File: src/rtl/blkmap_pkg.sv
package blkmap_pkg;
  parameter int unsigned ENTRY_NUM = 8;
  parameter int unsigned ADDR_W    = 32;
  parameter int unsigned PAGE_LSB  = 12;
  localparam int unsigned IDX_W    = $clog2(ENTRY_NUM);
  localparam int unsigned PROT_W   = 2;
  localparam int unsigned TAG_W    = ADDR_W - PAGE_LSB + 1;

  typedef struct packed {
    logic [ADDR_W-1:0] pattern;
    logic [ADDR_W-1:0] mask;
    logic [ADDR_W-1:0] base;
    logic              supV;
    logic              userV;
    logic [PROT_W-1:0] prot;
  } entry_t;

  typedef struct packed {
    logic [ENTRY_NUM-1:0] wrSelInst;
    logic [ENTRY_NUM-1:0] wrSelData;
    logic                 capture;
  } strobe_t;
endpackage

File: src/rtl/blkmap_ctrl.sv
module blkmap_ctrl
  import blkmap_pkg::*;
(
  input  logic             clk,
  input  logic             rstN,
  input  logic             wrEn,
  input  logic             wrSide,
  input  logic [IDX_W-1:0] wrIdx,
  input  logic             reqValid,
  output strobe_t          strobe,
  output logic             rspValid
);
  for (genvar g = 0; g < ENTRY_NUM; g++) begin : g_sel
    assign strobe.wrSelInst[g] = wrEn && !wrSide && (wrIdx == IDX_W'(g));
    assign strobe.wrSelData[g] = wrEn &&  wrSide && (wrIdx == IDX_W'(g));
  end
  assign strobe.capture = reqValid;

  always_ff @(posedge clk) begin
    if (!rstN) rspValid <= 1'b0;
    else       rspValid <= reqValid;
  end


  one_entry_write_chk: assert property (@(posedge clk) disable iff (!rstN)
    $onehot0({strobe.wrSelInst, strobe.wrSelData}));
endmodule

File: src/rtl/blkmap_dp.sv
module blkmap_dp
  import blkmap_pkg::*;
(
  input  logic              clk,
  input  logic              rstN,
  input  strobe_t           strobe,
  input  logic [ADDR_W-1:0] wrPattern,
  input  logic [ADDR_W-1:0] wrMask,
  input  logic [ADDR_W-1:0] wrBase,
  input  logic              wrSupV,
  input  logic              wrUserV,
  input  logic [PROT_W-1:0] wrProt,
  input  logic [ADDR_W-1:0] reqAddr,
  input  logic              reqData,
  input  logic              reqUser,
  output logic              rspHit,
  output logic [ADDR_W-1:0] rspPhys,
  output logic              rspRead,
  output logic              rspWrite,
  output logic              rspExec,
  output logic [TAG_W-1:0]  rspTag
);
  entry_t instTab [ENTRY_NUM];
  entry_t dataTab [ENTRY_NUM];
  entry_t candE   [ENTRY_NUM];
  entry_t newEntry;
  entry_t selEntry;
  logic [ENTRY_NUM-1:0] qualVec;
  logic [IDX_W-1:0]     hitIdx;
  logic                 hitAny;

  assign newEntry = '{pattern: wrPattern, mask: wrMask, base: wrBase,
                      supV: wrSupV, userV: wrUserV, prot: wrProt};

  for (genvar g = 0; g < ENTRY_NUM; g++) begin : g_entry
    always_ff @(posedge clk) begin
      if (!rstN) begin
        instTab[g] <= '0;
        dataTab[g] <= '0;
      end else begin
        if (strobe.wrSelInst[g]) instTab[g] <= newEntry;
        if (strobe.wrSelData[g]) dataTab[g] <= newEntry;
      end
    end

    assign candE[g] = reqData ? dataTab[g] : instTab[g];

    logic modeOk, addrOk, protOk;
    assign modeOk = reqUser ? candE[g].userV : candE[g].supV;
    assign addrOk = (reqAddr & candE[g].mask) == candE[g].pattern;
    assign protOk = candE[g].prot[PROT_W-1];
    assign qualVec[g] = modeOk && addrOk && protOk;
  end

  always_comb begin
    hitAny = 1'b0;
    hitIdx = '0;
    for (int i = ENTRY_NUM - 1; i >= 0; i--) begin
      if (qualVec[i]) begin
        hitAny = 1'b1;
        hitIdx = IDX_W'(i);
      end
    end
  end

  assign selEntry = candE[hitIdx];

  always_ff @(posedge clk) begin
    if (!rstN) begin
      rspHit   <= 1'b0;
      rspPhys  <= '0;
      rspRead  <= 1'b0;
      rspWrite <= 1'b0;
      rspExec  <= 1'b0;
      rspTag   <= '0;
    end else if (strobe.capture) begin
      rspHit   <= hitAny;
      rspRead  <= hitAny;
      rspWrite <= hitAny && (selEntry.prot > PROT_W'(1));
      rspExec  <= hitAny;
      if (hitAny) begin
        rspPhys <= selEntry.base | (reqAddr & ~selEntry.mask);
        rspTag  <= {1'b1, reqAddr[ADDR_W-1:PAGE_LSB]};
      end else begin
        rspPhys <= '0;
        rspTag  <= '0;
      end
    end
  end


  hit_perms_chk: assert property (@(posedge clk) disable iff (!rstN)
    rspHit |-> (rspRead && rspWrite && rspExec));

  hit_marker_chk: assert property (@(posedge clk) disable iff (!rstN)
    rspHit |-> rspTag[TAG_W-1]);

  miss_zero_chk: assert property (@(posedge clk) disable iff (!rstN)
    !rspHit |-> (rspPhys == '0 && rspTag == '0 && !rspRead && !rspWrite && !rspExec));
endmodule

File: src/rtl/blkmap_xlate.sv
module blkmap_xlate
  import blkmap_pkg::*;
(
  input  logic              clk,
  input  logic              rstN,
  input  logic              wrEn,
  input  logic              wrSide,
  input  logic [IDX_W-1:0]  wrIdx,
  input  logic [ADDR_W-1:0] wrPattern,
  input  logic [ADDR_W-1:0] wrMask,
  input  logic [ADDR_W-1:0] wrBase,
  input  logic              wrSupV,
  input  logic              wrUserV,
  input  logic [PROT_W-1:0] wrProt,
  input  logic              reqValid,
  input  logic [ADDR_W-1:0] reqAddr,
  input  logic              reqData,
  input  logic              reqUser,
  output logic              rspValid,
  output logic              rspHit,
  output logic [ADDR_W-1:0] rspPhys,
  output logic              rspRead,
  output logic              rspWrite,
  output logic              rspExec,
  output logic [TAG_W-1:0]  rspTag
);
  strobe_t strobe;

  blkmap_ctrl i_ctrl (
    .clk(clk), .rstN(rstN), .wrEn(wrEn), .wrSide(wrSide), .wrIdx(wrIdx),
    .reqValid(reqValid), .strobe(strobe), .rspValid(rspValid)
  );

  blkmap_dp i_dp (
    .clk(clk), .rstN(rstN), .strobe(strobe),
    .wrPattern(wrPattern), .wrMask(wrMask), .wrBase(wrBase),
    .wrSupV(wrSupV), .wrUserV(wrUserV), .wrProt(wrProt),
    .reqAddr(reqAddr), .reqData(reqData), .reqUser(reqUser),
    .rspHit(rspHit), .rspPhys(rspPhys), .rspRead(rspRead),
    .rspWrite(rspWrite), .rspExec(rspExec), .rspTag(rspTag)
  );


  hold_between_chk: assert property (@(posedge clk) disable iff (!rstN)
    !rspValid |-> ($stable(rspHit) && $stable(rspPhys) && $stable(rspTag)));
endmodule

File: config.mk
export PLATFORM = sky130hd
export DESIGN_NAME = blkmap_xlate
export DESIGN_NICKNAME = d
export VERILOG_FILES = /design/src/rtl/blkmap_pkg.sv /design/src/rtl/blkmap_ctrl.sv /design/src/rtl/blkmap_dp.sv /design/src/rtl/blkmap_xlate.sv
export SDC_FILE = /design/constraint.sdc
export NUM_CORES = 2
export LEC_CHECK = 0
export ABC_AREA = 1
export BUFFER_PORTS_ARGS = -buffer_cell sky130_fd_sc_hd__buf_2
export CAP_MARGIN = 25
export CELL_PAD_IN_SITES_DETAIL_PLACEMENT = 1
export CELL_PAD_IN_SITES_GLOBAL_PLACEMENT = 2
export CORE_UTILIZATION = 40
export CTS_CLUSTER_SIZE = 16
export DETAILED_ROUTE_END_ITERATION = 6
export PLACE_DENSITY_LB_ADDON = 0.05
export SLEW_MARGIN = 40
export SYNTH_ARGS = -nofsm -noshare
export SYNTH_HDL_FRONTEND = slang
export SYNTH_SLANG_ARGS = --single-unit
File: constraint.sdc
create_clock -name clk -period 13.9 [get_ports clk]
set_clock_uncertainty 0.1 [all_clocks]
set_input_delay 2.085 -clock clk [delete_from_list [all_inputs] [get_ports clk]]
set_output_delay 2.085 -clock clk [all_outputs]
set_load 0.1 [all_outputs]
Word-level counts from Yosys, hierarchy flattened

Memory sizes are Yosys's and may differ from the RTL's.
Cells that the tools add are included.

Logic and storage cells: 191
Input port bits: 142
Memory bits (writable): 1600
Output and inout bits: 58
Register bits: 56
Memories kept: 2

Equality and inequality tests: 15
Reductions and logical operators: 37
Multiplexer cells: 102
Bitwise gates (word level): 28
Order comparisons: 2

Memories:

| memory       | words | bits a word | rd ports | clocked after memory_dff | wr ports | line            | source |
|---|---|---|---|---|---|---|---|
| i_dp.dataTab | 8     | 100         | 8        | 0                        | 8        | blkmap_dp.sv:24 | `entry_t dataTab [ENTRY_NUM];` |
| i_dp.instTab | 8     | 100         | 8        | 0                        | 8        | blkmap_dp.sv:23 | `entry_t instTab [ENTRY_NUM];` |

Operator list:

| kind                                                                  | number |
|---|---|
| 100-bit two-way mux                                                   | 24 |
| 100-bit binary-select mux with 3-bit select                           | 1 |
| 32-bit AND                                                            | 9 |
| 32-bit equality test                                                  | 8 |
| 68-bit two-way mux                                                    | 2 |
| 1-bit two-way mux                                                     | 65 |
| 1-bit logical AND                                                     | 35 |
| 32-bit two-way mux                                                    | 1 |
| 32-bit inverter                                                       | 1 |
| 32-bit bitwise OR                                                     | 1 |
| 3-bit two-way mux                                                     | 8 |
| 21-bit two-way mux                                                    | 1 |
| 1-bit bitwise OR                                                      | 16 |
| 3-bit equality test, second input constant                            | 4 |
| 3-bit by 2-bit equality test with 1-bit output, second input constant | 2 |
| 4-bit >= comparator, second input constant                            | 1 |
| 3-bit inverter with 4-bit output                                      | 1 |
| 3-bit by 1-bit equality test with 1-bit output, second input constant | 1 |
| 3-bit logical NOT                                                     | 1 |
| 2-bit by 1-bit > comparator with 1-bit output, second input constant  | 1 |
| 1-bit logical NOT                                                     | 1 |

Depth between registers and ports, before layout

An unclocked memory read counts as a cell.

Depth after elaboration: 22
Gate-level depth with buffers: 29
Depth with buffers taken out: 24

Modules after synthesis

A second synthesis with hierarchy kept.

Cell total of the unflattened synthesis: 8058
Area total of the unflattened synthesis: 76165.5 sq um

By module, submodules not included:

| module      | cells each | instances | area each (sq um) |
|---|---|---|---|
| blkmap_dp   | 8023       | 1         | 76004.1 |
| blkmap_ctrl | 35         | 1         | 161.4 |

Least setup slack after synthesis

OpenSTA, ideal clock, no wires.

Kind: input port to flip-flop
Start: input port wrIdx[2]
End: memory i_dp.dataTab[1][301] in the netlist's numbering, enable pin
Required time: 13.107 ns
Path slack: 3.330 ns
Buffers on the path: 1
Arrival time: 9.777 ns
Stages: 5
Library setup time: 0.693 ns
Cells stage by stage: clkbuf_1 inv_1 nor3_1 inv_1 o21ai_0

RTL lines:

| element     | line              | source |
|---|---|---|
| from (decl) | blkmap_xlate.sv:8 | `input logic [IDX_W-1:0] wrIdx,` |
| to (decl)   | blkmap_dp.sv:24   |  |

Worst setup path after layout

Start: input port reqData
End: register i_dp.rspPhys[6]

Cells in the longest elaborated chain, start to end: 21
Elaborated cells on any way between the ends: 72

Ends and longest elaborated chain:

| element                                                | line               | source |
|---|---|---|
| from (decl)                                            | blkmap_xlate.sv:17 | `input logic reqData,` |
| 100-bit two-way mux                                    | blkmap_dp.sv:46    | `assign candE[g] = reqData ? dataTab[g] : instTab[g];` |
| 32-bit AND                                             | blkmap_dp.sv:50    | `assign addrOk = (reqAddr & candE[g].mask) == candE[g].pattern;` |
| 32-bit equality test                                   | blkmap_dp.sv:50    |  |
| 1-bit logical AND (2 in series)                        | blkmap_dp.sv:52    | `assign qualVec[g] = modeOk && addrOk && protOk;` |
| 3-bit two-way mux (8 in series)                        | blkmap_dp.sv:59    | `if (qualVec[i]) begin` |
| 3-bit inverter with 4-bit output (implied by the code) | blkmap_dp.sv:66    | `assign selEntry = candE[hitIdx];` |
| 100-bit binary-select mux with 3-bit select            | blkmap_dp.sv:66    |  |
| 68-bit two-way mux (implied by the code) (2 in series) | blkmap_dp.sv:66    |  |
| 32-bit inverter                                        | blkmap_dp.sv:82    | `rspPhys <= selEntry.base \| (reqAddr & ~selEntry.mask);` |
| 32-bit AND                                             | blkmap_dp.sv:82    |  |
| 32-bit bitwise OR                                      | blkmap_dp.sv:82    |  |
| 32-bit two-way mux (*)                                 | blkmap_dp.sv:81    | `if (hitAny) begin` |
| to (signal assigned)                                   | blkmap_dp.sv:82    |  |
| to (decl)                                              | blkmap_dp.sv:17    | `output logic [ADDR_W-1:0] rspPhys,` |

Mark *: on every way between the ends. The rest lies on a longest branch, timed or not. The select of a mux whose other input is x is not followed.
A chain may end at the register's enable or synchronous reset.

==> flow_metrics.tcl <==
set metrics [dict create \
    ys_seq_area_frac 0.638 \
    arrival_ps 9070 \
    gp_congestion 0.883 \
    critical_path.cell_chain "buf_8 > clkinv_16 > buf_12 > nand2_1 > nand2_1 > nand2_1 > o22ai_1 > nor2_1 > nand4_1 > nor2_1 > nand3_1 > nor2_1 > inv_4 > nand2_4 > buf_6 > buf_4 > nand2_1 > nand3_1 > nand3_1 > nand3_1 > a21oi_1" \
    use_met3 0.0603 \
    syn-mean-instance-area_sq_um 9.46 \
    dp_slack_ps 4590 \
    cts_resized 0 \
    cts_hold_buf 0 \
    crit_path_start_kind "primary input" \
    antenna_found_initial 55 \
    mappedNetlistArea_sq_um 76300 \
    synth_seq_cells 1639 \
    synth-async-reset-ratio 0 \
    synth_cells 8065 \
    cts-buffers-inserted 186 \
    path_class "in -> reg" \
    drt-total-wl_um 334000 \
    path_clk_slew_ps 60 \
    mostFrequentLayoutCell "nor2_1" \
    cts_setup_buffers 0 \
    crit_fanout 109 \
    first_pass_iters 6 \
    end_kind "flip-flop" \
    post_drt_wl_per_cell_um 31.2 \
    p_leak_nw 35.0 \
    layoutNonFillerInstCount 10700 \
    tightest_slew_ps 1050 \
    switchingPower_mw 3.10 \
    finish.utilization 0.452 \
    drtIter0Drc 7092 \
    setup-violations-final 0 \
    relSlewSlack 0.299 \
    worstPathRequired_ps 14470 \
    ant_nets 0 \
    final_max_slew_viol_count 0 \
    ir_drop_mv 0.143 \
    status "finished clean" \
    numPortBuffers 198 \
    hold_slack_ps 364 \
    pwr-share-clk 0.403 \
    die_x_um 439 \
    fin_crit_sh 0.611 \
    busiest_layer "met2" \
    dp_cells 10300 \
    drive_gt1_frac 0.0839 \
    slowest_delay_ps 680 \
    layout_common_cells "nor2_1, nand2_1, edfxtp_1" \
    crit_slowest_cell "buf_4" \
    hold_class "reg -> reg" \
    grt_util_met2 0.539 \
    cts-root-buf "clkbuf_16" \
    cts.sinks 1639 \
    ys_types 48 \
    pwr-share-seq 0.495 \
    area_growth_pct 11.8 \
    crit_family "simple AND/OR/NAND/NOR gates" \
    gr-total-overflow 0 \
    synth_fp_nets 8207 \
    cts_tree "done" \
    vias 61000 \
    first_global_vias 59500 \
    powerDensity_nw_per_um2 137 \
    hold_viol 0 \
    min_period_ps 8500 \
    grt_pass1_wl_um 462000 \
    viasPerCell 5.71 \
    synth_edf_count 1584 \
    cts_buffer_depth 3 \
    grt_usage 0.344 \
    maxCapViolations 0 \
    drc 0 \
    combPwrFrac 0.103 \
    tns_ps 0 \
    fillers 21100 \
    initial_core_util 0.405 \
    grt_setup_unrepaired "false" \
    cts-htree-levels 4 \
    p_int_mw 8.58 \
    io_pins 200 \
    grt_max_degree 110 \
    grt_util_met1 0.468 \
    fin_ws_ps 5410 \
    insertion_delay_ps 850 \
    core.rowCount 159 \
    die_h_um 439 \
    ys_dominant_reg_cell "edfxtp_1" \
    sw_frac_of_total 0.265 \
    synth_warnings 0 \
    max_freq_mhz 118 \
    core-area_sq_um 189000 \
    post-dp-hpwl_um 211000 \
    fp.dieArea_sq_um 192000 \
    path_buf_inv 6 \
    nets 8160 \
]
worst min-delay path: cells and delay by family (launching register included):
kind | cells | cell delay (ps)
flip-flops | 1 | 310
AO/OA/AOI/OAI | 1 | 50
AND/OR/NAND/NOR | 1 | 60
flip-flops by register name (all words and copies together) (netlist names):
register / cells
i_dp.rspPhys: 32
i_dp.dataTab: 792
i_dp.rspWrite: 1
i_ctrl.rspValid: 1
i_dp.instTab: 792
i_dp.rspTag: 21
power groups by stage:
stage	clock [mW]	sequential (mW)	combinational (mW)
after floorplan	0	5.89	0.638
after global placement	0	5.86	1.16
after detailed placement	0	5.88	1.19
after CTS	4.74	5.77	1.19
after global routing	4.91	5.80	1.27
final	4.70	5.77	1.20
cells in the mapped netlist (all sizes together) (7+ instances only):
library cell     n  area [sq um]
a21o            18           135
a21oi           89           457
buf            190          1210
clkbuf         360          1350
clkinv          12          45.0
dfxtp           55          1100
edfxtp        1584         47600
inv            522          1960
mux2i           64           641
nand2         1810          6810
nand3          456          2280
nand3b          33           248
nand4           32           200
nor2          2218          8340
nor3            20           100
o21ai          172           861
o22ai          252          1580
or2             43           269
xnor2            7          61.3
xor2           101           885
path summary, 6_finish.rpt:
| kind | depth (start not counted) | slack (ps) | endpoint | from |
|---|---|---|---|---|
| max | 21 | 5410 | i_dp.rspPhys[6] | reqData |
| min | 2 | 360 | i_dp.rspPhys[20] | i_dp.rspPhys[20] |
| max reg2reg | 19 | 7830 | i_dp.rspPhys[6] | i_dp.instTab[0][44] |
| min reg2reg | 2 | 360 | i_dp.rspPhys[20] | i_dp.rspPhys[20] |
metrics by stage:
stage | area, sq um | total power [mW]
CTS | 85200 | 11.7
global placement | 79200 | 7.02
floorplan | 76300 | 6.53
detailed placement | 79500 | 7.06
finish | 85300 | 11.7
global route | 85300 | 12.0
logic make-up (layout without fill, tap and decap cells):
logic type / after synthesis / count (layout) / synth area share
buffers and inverters: 1084 / 1193 / 0.0599
XOR/XNOR: 108 / 108 / 0.0124
AND/OR/NAND/NOR: 4625 / 4625 / 0.240
AO/OA/AOI/OAI: 545 / 545 / 0.0413
other: 0 / 23 / 0
multiplexers: 64 / 64 / 0.00840
flip-flops: 1639 / 1639 / 0.638
final cells by class:
class,instances,area [sq um],area share
repair buffers,315,2280,0.0268
inverters,534,2040,0.0239
flip-flops and latches,1639,48700,0.570
clock inverters,94,524,0.00614
well taps,2495,3120,0.0366
clock buffers,250,5110,0.0599
multi-input cells,5342,23500,0.276
diodes,23,57.6,0.000675
metal layers:
layer	wire, um	share of wire
met1	138000	0.41
met2	152000	0.46
met3	27200	0.082
met4	15700	0.047
met5	42	0.00013
No activity file was read; power rests on OpenSTA's default activity.
